## config.mk

```make
export PLATFORM = sky130hd
export DESIGN_NAME = mxfer_interlock
export DESIGN_NICKNAME = d
export VERILOG_FILES = /design/src/rtl/mxi_pkg.sv /design/src/rtl/mxi_lat_gen.sv /design/src/rtl/mxi_slot.sv /design/src/rtl/mxi_hazard.sv /design/src/rtl/mxfer_interlock.sv
export SDC_FILE = /design/constraint.sdc
export NUM_CORES = 1
export LEC_CHECK = 0
export CAP_MARGIN = 20
export CORE_UTILIZATION = 30
export DETAILED_ROUTE_END_ITERATION = 8
export GPL_ROUTABILITY_DRIVEN = 1
export GPL_TIMING_DRIVEN = 0
export SKIP_CTS_REPAIR_TIMING = 1
export SLEW_MARGIN = 5
export SYNTH_ARGS = -nofsm -noshare
export SYNTH_HDL_FRONTEND = slang
export SYNTH_SLANG_ARGS = --single-unit
export TNS_END_PERCENT = 1
```

## constraint.sdc

```tcl
create_clock -name clk -period 24.3 [get_ports clk]
set_input_delay 2.43 -clock clk [delete_from_list [all_inputs] [get_ports clk]]
set_output_delay 2.43 -clock clk [all_outputs]
set_load 0.05 [all_outputs]
```

## src/rtl/mxi_pkg.sv

```systemverilog
package mxi_pkg;
    typedef enum logic [1:0] {
        SLOT_FREE    = 2'd0,
        SLOT_RD_LOCK = 2'd1,
        SLOT_WR_LOCK = 2'd2
    } slot_state_t;

    typedef enum logic [1:0] {
        CAND_PLAIN       = 2'd0,
        CAND_MULTI_LOAD  = 2'd1,
        CAND_MULTI_STORE = 2'd2,
        CAND_RSVD        = 2'd3
    } cand_kind_t;
endpackage

```

## src/rtl/mxi_lat_gen.sv

```systemverilog
module mxi_lat_gen #(
    parameter int NREG = 16,
    parameter int CW   = 4
) (
    input  logic                      iss_store,
    input  logic                      iss_aligned,
    input  logic [NREG-1:0]           iss_list,
    output logic [NREG-1:0][CW-1:0]   lock_val
);
    localparam int PW = $clog2(NREG + 1);

    // countdown loaded at issue = latency - 1
    function automatic logic [CW-1:0] lock_of(input int k, input logic st, input logic al);
        int v;
        if (!st)
            v = al ? 3 + k / 2 : 3 + (k + 1) / 2;
        else if (al)
            v = 1 + (k + 1) / 2;
        else
            v = (k == 0) ? 1 : ((k < 3) ? 2 : 2 + k / 2);
        return CW'(v - 1);
    endfunction

    always_comb begin
        logic [PW-1:0] pos;
        pos = '0;
        for (int i = 0; i < NREG; i++) begin
            lock_val[i] = lock_of(int'(pos), iss_store, iss_aligned);
            if (iss_list[i]) pos = pos + 1'b1;
        end
    end
endmodule

```

## src/rtl/mxi_slot.sv

```systemverilog
module mxi_slot
    import mxi_pkg::*;
#(
    parameter int CW = 4
) (
    input  logic          clk,
    input  logic          rst_n,
    input  logic          flush,
    input  logic          hit,
    input  logic          hit_store,
    input  logic [CW-1:0] load_val,
    output logic          rd_lock,
    output logic          wr_lock
);
    slot_state_t   state, state_n;
    logic [CW-1:0] cnt, cnt_n, dec;
    logic          kind_st;

    assign dec = (cnt != '0) ? cnt - 1'b1 : '0;

    always_comb begin
        kind_st = 1'b0;
        cnt_n   = dec;
        unique case (state)
            SLOT_FREE: begin
                cnt_n   = hit ? load_val : '0;
                kind_st = hit_store;
            end
            SLOT_RD_LOCK: begin
                if (hit && !hit_store) cnt_n = (load_val > dec) ? load_val : dec;
                else if (hit)          begin cnt_n = load_val; kind_st = 1'b1; end
            end
            SLOT_WR_LOCK: begin
                kind_st = 1'b1;
                if (hit && hit_store)  cnt_n = (load_val > dec) ? load_val : dec;
                else if (hit)          begin cnt_n = load_val; kind_st = 1'b0; end
            end
            default: cnt_n = '0;
        endcase
        if (cnt_n == '0)  state_n = SLOT_FREE;
        else if (kind_st) state_n = SLOT_WR_LOCK;
        else              state_n = SLOT_RD_LOCK;
    end

    always_ff @(posedge clk) begin
        if (!rst_n || flush) begin
            state <= SLOT_FREE;
            cnt   <= '0;
        end else begin
            state <= state_n;
            cnt   <= cnt_n;
        end
    end

    always_comb begin
        rd_lock = (state == SLOT_RD_LOCK);
        wr_lock = (state == SLOT_WR_LOCK);
    end

    a_r1_flush_clears: assert property (@(posedge clk) disable iff (!rst_n)
        flush |=> (state == SLOT_FREE && cnt == '0));
    a_r10_keeps_longer: assert property (@(posedge clk) disable iff (!rst_n)
        (!flush && hit && !hit_store && state == SLOT_RD_LOCK)
        |=> (({1'b0, cnt} + {{CW{1'b0}}, 1'b1}) >= {1'b0, $past(cnt)}));
    a_r2_no_rise_without_issue: assert property (@(posedge clk) disable iff (!rst_n)
        (!flush && !hit) |=> (cnt <= $past(cnt)));
endmodule

```

## src/rtl/mxi_hazard.sv

```systemverilog
module mxi_hazard
    import mxi_pkg::*;
#(
    parameter int NREG = 16,
    parameter int RW   = 4
) (
    input  logic            cand_vld,
    input  logic [1:0]      cand_kind,
    input  logic [RW-1:0]   cand_src_a,
    input  logic            cand_src_a_en,
    input  logic [RW-1:0]   cand_src_b,
    input  logic            cand_src_b_en,
    input  logic [RW-1:0]   cand_dst,
    input  logic            cand_dst_en,
    input  logic [NREG-1:0] cand_list,
    input  logic [NREG-1:0] rd_lock,
    input  logic [NREG-1:0] wr_lock,
    output logic            stall
);
    logic src_hit, dep;

    always_comb begin
        src_hit = (cand_src_a_en && rd_lock[cand_src_a]) ||
                  (cand_src_b_en && rd_lock[cand_src_b]);
        unique case (cand_kind_t'(cand_kind))
            CAND_MULTI_LOAD:  dep = src_hit || |(cand_list & wr_lock);
            CAND_MULTI_STORE: dep = src_hit || |(cand_list & rd_lock);
            default:          dep = src_hit || (cand_dst_en && wr_lock[cand_dst]);
        endcase
        stall = cand_vld && dep;
    end
endmodule

```

## src/rtl/mxfer_interlock.sv

```systemverilog
module mxfer_interlock #(
    parameter int NREG = 16
) (
    input  logic                    clk,
    input  logic                    rst_n,
    input  logic                    flush,
    input  logic                    iss_vld,
    input  logic                    iss_store,
    input  logic                    iss_aligned,
    input  logic [NREG-1:0]         iss_list,
    input  logic                    cand_vld,
    input  logic [1:0]              cand_kind,
    input  logic [$clog2(NREG)-1:0] cand_src_a,
    input  logic                    cand_src_a_en,
    input  logic [$clog2(NREG)-1:0] cand_src_b,
    input  logic                    cand_src_b_en,
    input  logic [$clog2(NREG)-1:0] cand_dst,
    input  logic                    cand_dst_en,
    input  logic [NREG-1:0]         cand_list,
    output logic                    stall
);
    localparam int RW = $clog2(NREG);
    localparam int CW = $clog2(NREG / 2 + 4);

    logic [NREG-1:0][CW-1:0] lock_val;
    logic [NREG-1:0]         rd_lock, wr_lock;

    mxi_lat_gen #(.NREG(NREG), .CW(CW)) u_lat (
        .iss_store(iss_store), .iss_aligned(iss_aligned),
        .iss_list(iss_list), .lock_val(lock_val)
    );

    for (genvar i = 0; i < NREG; i++) begin : g_slot
        mxi_slot #(.CW(CW)) u_slot (
            .clk(clk), .rst_n(rst_n), .flush(flush),
            .hit(iss_vld && iss_list[i]), .hit_store(iss_store),
            .load_val(lock_val[i]),
            .rd_lock(rd_lock[i]), .wr_lock(wr_lock[i])
        );
    end

    mxi_hazard #(.NREG(NREG), .RW(RW)) u_haz (
        .cand_vld(cand_vld), .cand_kind(cand_kind),
        .cand_src_a(cand_src_a), .cand_src_a_en(cand_src_a_en),
        .cand_src_b(cand_src_b), .cand_src_b_en(cand_src_b_en),
        .cand_dst(cand_dst), .cand_dst_en(cand_dst_en),
        .cand_list(cand_list), .rd_lock(rd_lock), .wr_lock(wr_lock),
        .stall(stall)
    );

    a_r11_idle_no_stall: assert property (@(posedge clk) disable iff (!rst_n)
        !cand_vld |-> !stall);
    a_r1_no_stall_after_flush: assert property (@(posedge clk) disable iff (!rst_n)
        flush |=> !stall);
endmodule

```

==> impl_results.md, run 1 <==
* Row cnt at 90
* Final setup violation count at 0
* Number of global-route vias before repair at 17,915
* Number of synthesized register bits at 96
* Via Count at 19,651
* Routed vias/inst at 5.76
* DRC Markers at 0
* Compound-Gate Fraction of Synth Area at 29.5%
* Root Driver: clkbuf_16
* Slew at the pin closest to its max-slew limit at 1290 ps
* CP Capture Type: register
* CTS H-Tree Depth at 3
* Largest net degree at the start of global routing at 17
* Area occupied by multi-input gates at 15,200 µm²
* Hold Startpoint: g_slot[0].u_slot.cnt[3]$_SDFF_PP0_
* CTS sink cnt at 96
* Adder-cell share of the synthesized area at 13.2%
* Slew HR at 14.0%
* All-Layer GR Usage at 20.8%
* Netlist cell types at 111
* Num CTS Buffers at 9
* Main combinational cell family by area after synthesis: compound AO/OA/AOI/OAI gates
* Mux cell area share after synthesis at 3.95%
* Reg-to-Reg End: g_slot[4].u_slot.state[1]$_SDFF_PP0_
* Hold EP: g_slot[0].u_slot.cnt[3]$_SDFF_PP0_
* Die Y at 249 µm
* CP max-delay cell: clkdlybuf4s50_1
* Initial antenna violation count at 2
* Skew-Pair Late Insertion Delay at 380 ps
* First-pass GRT wire length at 103 mm
* Post-synthesis cell count at 2,570
* Top_reg_cell synth: dfxtp_1
* Worst path max stage delay at 740 ps
* Routed len/inst at 19.6 µm
* Initial Util at 30.3%
* GRT overflow at 0
* I/O pin cnt at 57
* Reg clk slew, reported paths at 70 ps
* Hold Path Cell Cnt at 1
* Post-synthesis xor/xnor area fraction at 11.7%
* R2r setup slk at 20,600 ps
* Initial DRC Count at 2,136
* Die Span X at 249 µm
* Crit path kind: in2reg
* Avg Cell Area, Syn at 7.11 µm²
* Pre-Repair DR Iteration Count at 6
* Nets at 2,875
* Endpoints failing hold at 0
* Synthesized cell area at 18,300 µm²
* Status: finished, final reports clean
* Tmin final at 19,270 ps
* CTS max path bufs at 2
* Sequential-to-total area share from yosys stat at 10.5%
* Critical path required time at 24,550 ps
* CTS tree: done
* Max Cap Viol at 0
* Fin. max-slew vios at 0
* Crit Path Max Fanout at 10
* HPWL Detailed at 52.1 mm
* Core area at 60,200 µm²
* Post-synthesis simple-gate area fraction at 24.7%
* Diode count at 0
* Worst Clk Skew at 6.55 ps
* Register area at 1920 µm²
* Fin crit share at 79.3%
* WP data arrival at 19,520 ps
* CP Launch Type: input port
* Layout area overhead at 9.60%
* Most frequent CP cell: ha_1
* Worst-case reg-to-reg path depth at 14
* Filler cells at 6,484
* Share of layout cells above drive strength 1 at 5.55%
* Antenna-violating nets left at 0
* Fmax at 51.9 MHz
* Post-synth EDFFs at 0
* Ys async rst share at 0%
* Hold WC Path Type: reg2reg
* Unrepaired setup endpoints after global routing: false
* Die ar. at 61,900 µm²
* Post-Route WL at 66.8 mm
* Port Buf Inserts at 45
* Worst r2r src: g_slot[4].u_slot.cnt[1]$_SDFF_PP0_
* Syn nets at 2,818
* GPL Wtd Cong at 0.944
* Yosys warnings at 0
* Setup TNS at 0 ps
==> per-layer routing <==
layer / wire, µm / part of all wire, % / GRT usage (%)
met1: 29300 / 44 / 27.5
met4: 2180 / 3.3 / 6.97
met5: 0 / 0 / 0
met2: 30200 / 45 / 34.2
met3: 5020 / 7.5 / 3.42
==> final cells by class <==
type / instances / area share, %
timing repair buffer: 46 / 2.30
clock buffer: 11 / 1.26
tap: 782 / 4.88
clock inverter: 5 / 0.306
buffer: 130 / 2.72
multi-input combinational: 2178 / 75.8
inverter: 166 / 3.14
sequential: 96 / 9.59
==> per-stage QoR <==
step,instance area [µm²],worst slack (ps),cells,util (%),hold WS [ps]
after CTS,20000,5270,3414,33.3,528
after detailed placement,19700,4930,3398,32.7,519
after floorplan,18300,9230,2570,-,481
after global placement,19700,4860,3397,32.7,506
after global routing,20000,3770,3414,33.3,540
final,20000,5030,3414,33.3,521
==> cell usage after synthesis (all sizes together) (20+ instances only) <==
library cell	n	share of area (%)
a211oi	26	1.1
a21oi	212	5.9
a221oi	22	1.1
a31oi	53	1.9
a41o	20	1.1
and2	37	1.3
buf	37	1.1
clkbuf	93	1.9
dfxtp	96	11
ha	191	13
inv	164	3.4
mux2i	35	1.9
nand2	262	5.4
nand2b	47	1.6
nand3	94	2.7
nor2	242	5.0
nor2b	74	2.5
nor3	51	1.5
nor3b	24	0.99
o21ai	180	5.0
o22ai	35	1.3
xnor2	117	6.4
xor2	48	2.6
==> cell usage in the layout, fill, tap and decap left out, types with 14 or more instances in the layout <==
| cell type | n |
|---|---|
| dfxtp_1 | 96 |
| clkbuf_1 | 92 |
| nand2b_1 | 47 |
| a32oi_1 | 15 |
| xnor2_1 | 103 |
| a21o_1 | 17 |
| clkdlybuf4s50_1 | 45 |
| nor3b_1 | 24 |
| or2_2 | 19 |
| a21oi_1 | 209 |
| a22oi_1 | 17 |
| inv_2 | 15 |
| o22ai_1 | 34 |
| a41o_1 | 20 |
| nor3_1 | 48 |
| a221oi_1 | 21 |
| nor2b_1 | 74 |
| and2_1 | 32 |
| o21ai_0 | 166 |
| nand3_1 | 92 |
| nand2_1 | 260 |
| buf_1 | 18 |
| inv_1 | 147 |
| nor2_1 | 240 |
| o211ai_1 | 19 |
| a31oi_1 | 52 |
| mux2i_1 | 35 |
| o21a_1 | 17 |
| nand4_1 | 17 |
| xor2_1 | 44 |
| ha_1 | 191 |
| a211oi_1 | 25 |
| and3_1 | 18 |
| xnor3_1 | 14 |
==> cells by family (layout without fill, tap and decap cells) <==
logic type | Yosys count | count (layout)
adder cells (fa/ha/maj) | 192 | 192
AND/OR/NAND/NOR | 933 | 933
buffers and inverters | 296 | 358
other | 1 | 1
XOR/XNOR | 186 | 186
AO/OA/AOI/OAI | 809 | 809
multiplexers | 57 | 57
flip-flops | 96 | 96
==> worst max-delay path: cells and delay by family <==
kind                     cells  cell delay, ps
adder cells (fa/ha/maj)     10            3480
XOR/XNOR                     8            3330
multiplexers                 3             870
AO/OA/AOI/OAI               19            4000
AND/OR/NAND/NOR             17            3360
buffers and inverters        9            2030
==> worst max path at each step <==
stage | startpoint | end | slack, ps | cells after the start
after floorplan | iss_list[0] | g_slot[15].u_slot.state[0]$_SDFF_PP0_ | 9230 | 68
after global placement | iss_list[0] | g_slot[15].u_slot.state[0]$_SDFF_PP0_ | 4860 | 67
after detailed placement | iss_list[0] | g_slot[15].u_slot.state[0]$_SDFF_PP0_ | 4930 | 67
after CTS | iss_list[0] | g_slot[15].u_slot.state[0]$_SDFF_PP0_ | 5270 | 67
after global routing | iss_list[0] | g_slot[15].u_slot.state[0]$_SDFF_PP0_ | 3770 | 67
final | iss_list[0] | g_slot[15].u_slot.state[0]$_SDFF_PP0_ | 5030 | 66
==> sequential cells by signal, summed over array words and instances (netlist names) <==
| signal | flops |
|---|---|
| g_slot.u_slot.cnt | 64 |
| g_slot.u_slot.state | 32 |
Power of run 1 is left out: the tool's default activity adds up to more than one toggle a clock period on the data nets, which glitch-free logic cannot reach.
==> run 2, diff against run 1 <==
==> constraint.sdc (replaced) <==
create_clock -name clk -period 19.9 [get_ports clk]
set_input_delay 1.99 -clock clk [delete_from_list [all_inputs] [get_ports clk]]
set_output_delay 1.99 -clock clk [all_outputs]
set_load 0.05 [all_outputs]
==> impl_results.md, run 2 (synthesized netlist as in run 1, its figures left out) <==
* Fin area at 20,000 µm² (about the same)
* Hold EP: g_slot[0].u_slot.cnt[3]$_SDFF_PP0_ (unchanged)
* Initial antenna violation count at 2 (unchanged)
* Num CTS Buffers at 9 (unchanged)
* Row cnt at 90 (unchanged)
* Nets at 2,875 (unchanged)
* CTS tree: done (unchanged)
* Core area at 60,200 µm² (unchanged)
* Status: finished, final reports clean (unchanged)
* Critical path required time at 20,150 ps (was 24,550 ps)
* Antenna-violating nets left at 0 (unchanged)
* I/O pin cnt at 57 (unchanged)
* CP Capture Type: register (unchanged)
* Via Count at 19,611 (was 19,651)
* HPWL Detailed at 52.1 mm (unchanged)
* Root Driver: clkbuf_16 (unchanged)
* Fmax at 53.4 MHz
* Worst Clk Skew at 5.97 ps (was 6.55 ps)
* Reg-to-Reg End: g_slot[4].u_slot.state[1]$_SDFF_PP0_ (unchanged)
* Die ar. at 61,900 µm² (unchanged)
* Post-Route WL at 66.9 mm (was 66.8 mm)
* Initial DRC Count at 2,176 (was 2,136)
* Slew HR at 16.1% (was 14.0%)
* Die Y at 249 µm (unchanged)
* Worst setup startpoint: iss_list[0] (unchanged)
* Final setup violation count at 0 (unchanged)
* CTS max path bufs at 2 (unchanged)
* CTS sink cnt at 96 (unchanged)
* Number of global-route vias before repair at 17,915 (unchanged)
* R2r setup slk at 16,200 ps (was 20,600 ps)
* Max Cap Viol at 0 (unchanged)
* Slew at the pin closest to its max-slew limit at 1260 ps (was 1290 ps)
* Reg with most FFs: g_slot.u_slot.cnt (unchanged)
* Most frequent CP cell: ha_1 (unchanged)
* Pre-Repair DR Iteration Count at 6 (unchanged)
* Worst r2r src: g_slot[4].u_slot.cnt[1]$_SDFF_PP0_ (unchanged)
* Skew-Pair Late Insertion Delay at 380 ps (about the same)
* Die Span X at 249 µm (unchanged)
* Finished Layout Cells at 3,414 (unchanged)
* CP max-delay cell: clkdlybuf4s50_1 (unchanged)
* Share of layout cells above drive strength 1 at 5.62% (was 5.55%)
* Post-route worst setup slack at 1160 ps (was 5030 ps)
* Crit Path Max Fanout at 10 (unchanged)
* WP data arrival at 18,990 ps (was 19,520 ps)
* Fin. max-slew vios at 0 (unchanged)
* Max reg flops at 64 (unchanged)
* Post-Place Cells at 3,398 (unchanged)
* Routed len/inst at 19.6 µm (about the same)
* Layout area overhead at 9.68% (was 9.60%)
* All-Layer GR Usage at 20.8% (unchanged)
* Worst path max stage delay at 740 ps (about the same)
* Post-DP Area at 19,700 µm² (unchanged)
* GRT overflow at 0 (unchanged)
* Unrepaired setup endpoints after global routing: false (unchanged)
* Hold Path Cell Cnt at 1 (unchanged)
* Hold WC Path Type: reg2reg (unchanged)
* Reg clk slew, reported paths at 70 ps (about the same)
* Tmin final at 18,740 ps
* Crit path kind: in2reg (unchanged)
* Largest registers: g_slot.u_slot.cnt: 64 flops, g_slot.u_slot.state: 32 flops (unchanged)
* Most frequent cells in the layout: nand2_1, nor2_1, a21oi_1, ha_1, o21ai_0 (unchanged)
* First-pass GRT wire length at 103 mm (unchanged)
* Endpoints failing hold at 0 (unchanged)
* GPL Wtd Cong at 0.944 (unchanged)
* Fin crit share at 94.2%
* CP Launch Type: input port (unchanged)
* Worst-case reg-to-reg path depth at 14 (unchanged)
* Largest net degree at the start of global routing at 17 (unchanged)
* Hold Startpoint: g_slot[0].u_slot.cnt[3]$_SDFF_PP0_ (unchanged)
* Routed vias/inst at 5.74 (was 5.76)
* Setup TNS at 0 ps (unchanged)
* DP Worst Slack at 966 ps (was 4930 ps)
* Initial Util at 30.3% (unchanged)
* Diode count at 0 (unchanged)
* Port Buf Inserts at 45 (unchanged)
* Commonest non-fill, non-tap cell in the layout: nand2_1 (unchanged)
* CTS H-Tree Depth at 3 (unchanged)
* DRC Markers at 0 (unchanged)
[run 2: cell types whose count changed in the layout (fill, tap and decap cells not counted)]
cell	change
xnor2_2	+2
xnor2_1	-2
[run 2: cell type report]
class,instances,area [µm²]
fill,6479,40200
multi-input combinational,2178,15200
clock buffer,11,253
timing repair buffer,46,462
buffer,130,544
clock inverter,5,61.3
inverter,166,628
tap,782,978
sequential,96,1920
[run 2: critical path: cells and delay by family]
kind / cells / cell delay (ps)
multiplexers: 3 / 930
XOR/XNOR: 6 / 1860
buffers and inverters: 11 / 2010
adder cells (fa/ha/maj): 12 / 4410
AND/OR/NAND/NOR: 16 / 2960
AO/OA/AOI/OAI: 21 / 4820
[run 2: per-layer routing]
layer,wire length [µm],vias up,part of all wire (%),track usage (%)
met2,30400,750,45,34.2
met3,5090,133,7.6,3.42
li1,-,9497,-,-
met4,2110,0,3.2,6.97
met1,29300,9231,44,27.5
met5,0,-,0,0
[run 2: through the flow]
step           util (%)  hold slack, ps
2_1_floorplan         -             481
3_3_place_gp       32.7             506
3_5_place_dp       32.7             519
4_1_cts            33.3             528
5_1_grt            33.3             540
6_report           33.3             521
[run 2: worst max path at each step]
stage,to,cells after the start,slack [ps]
2_1_floorplan,g_slot[15].u_slot.state[0]$_SDFF_PP0_,68,5270
3_3_place_gp,g_slot[15].u_slot.state[0]$_SDFF_PP0_,67,900
3_5_place_dp,g_slot[15].u_slot.state[0]$_SDFF_PP0_,67,970
4_1_cts,g_slot[15].u_slot.state[0]$_SDFF_PP0_,67,1310
5_1_grt,g_slot[15].u_slot.state[0]$_SDFF_PP0_,68,120
6_report,g_slot[15].u_slot.state[0]$_SDFF_PP0_,69,1160
Power of run 2 is left out for the same reason.
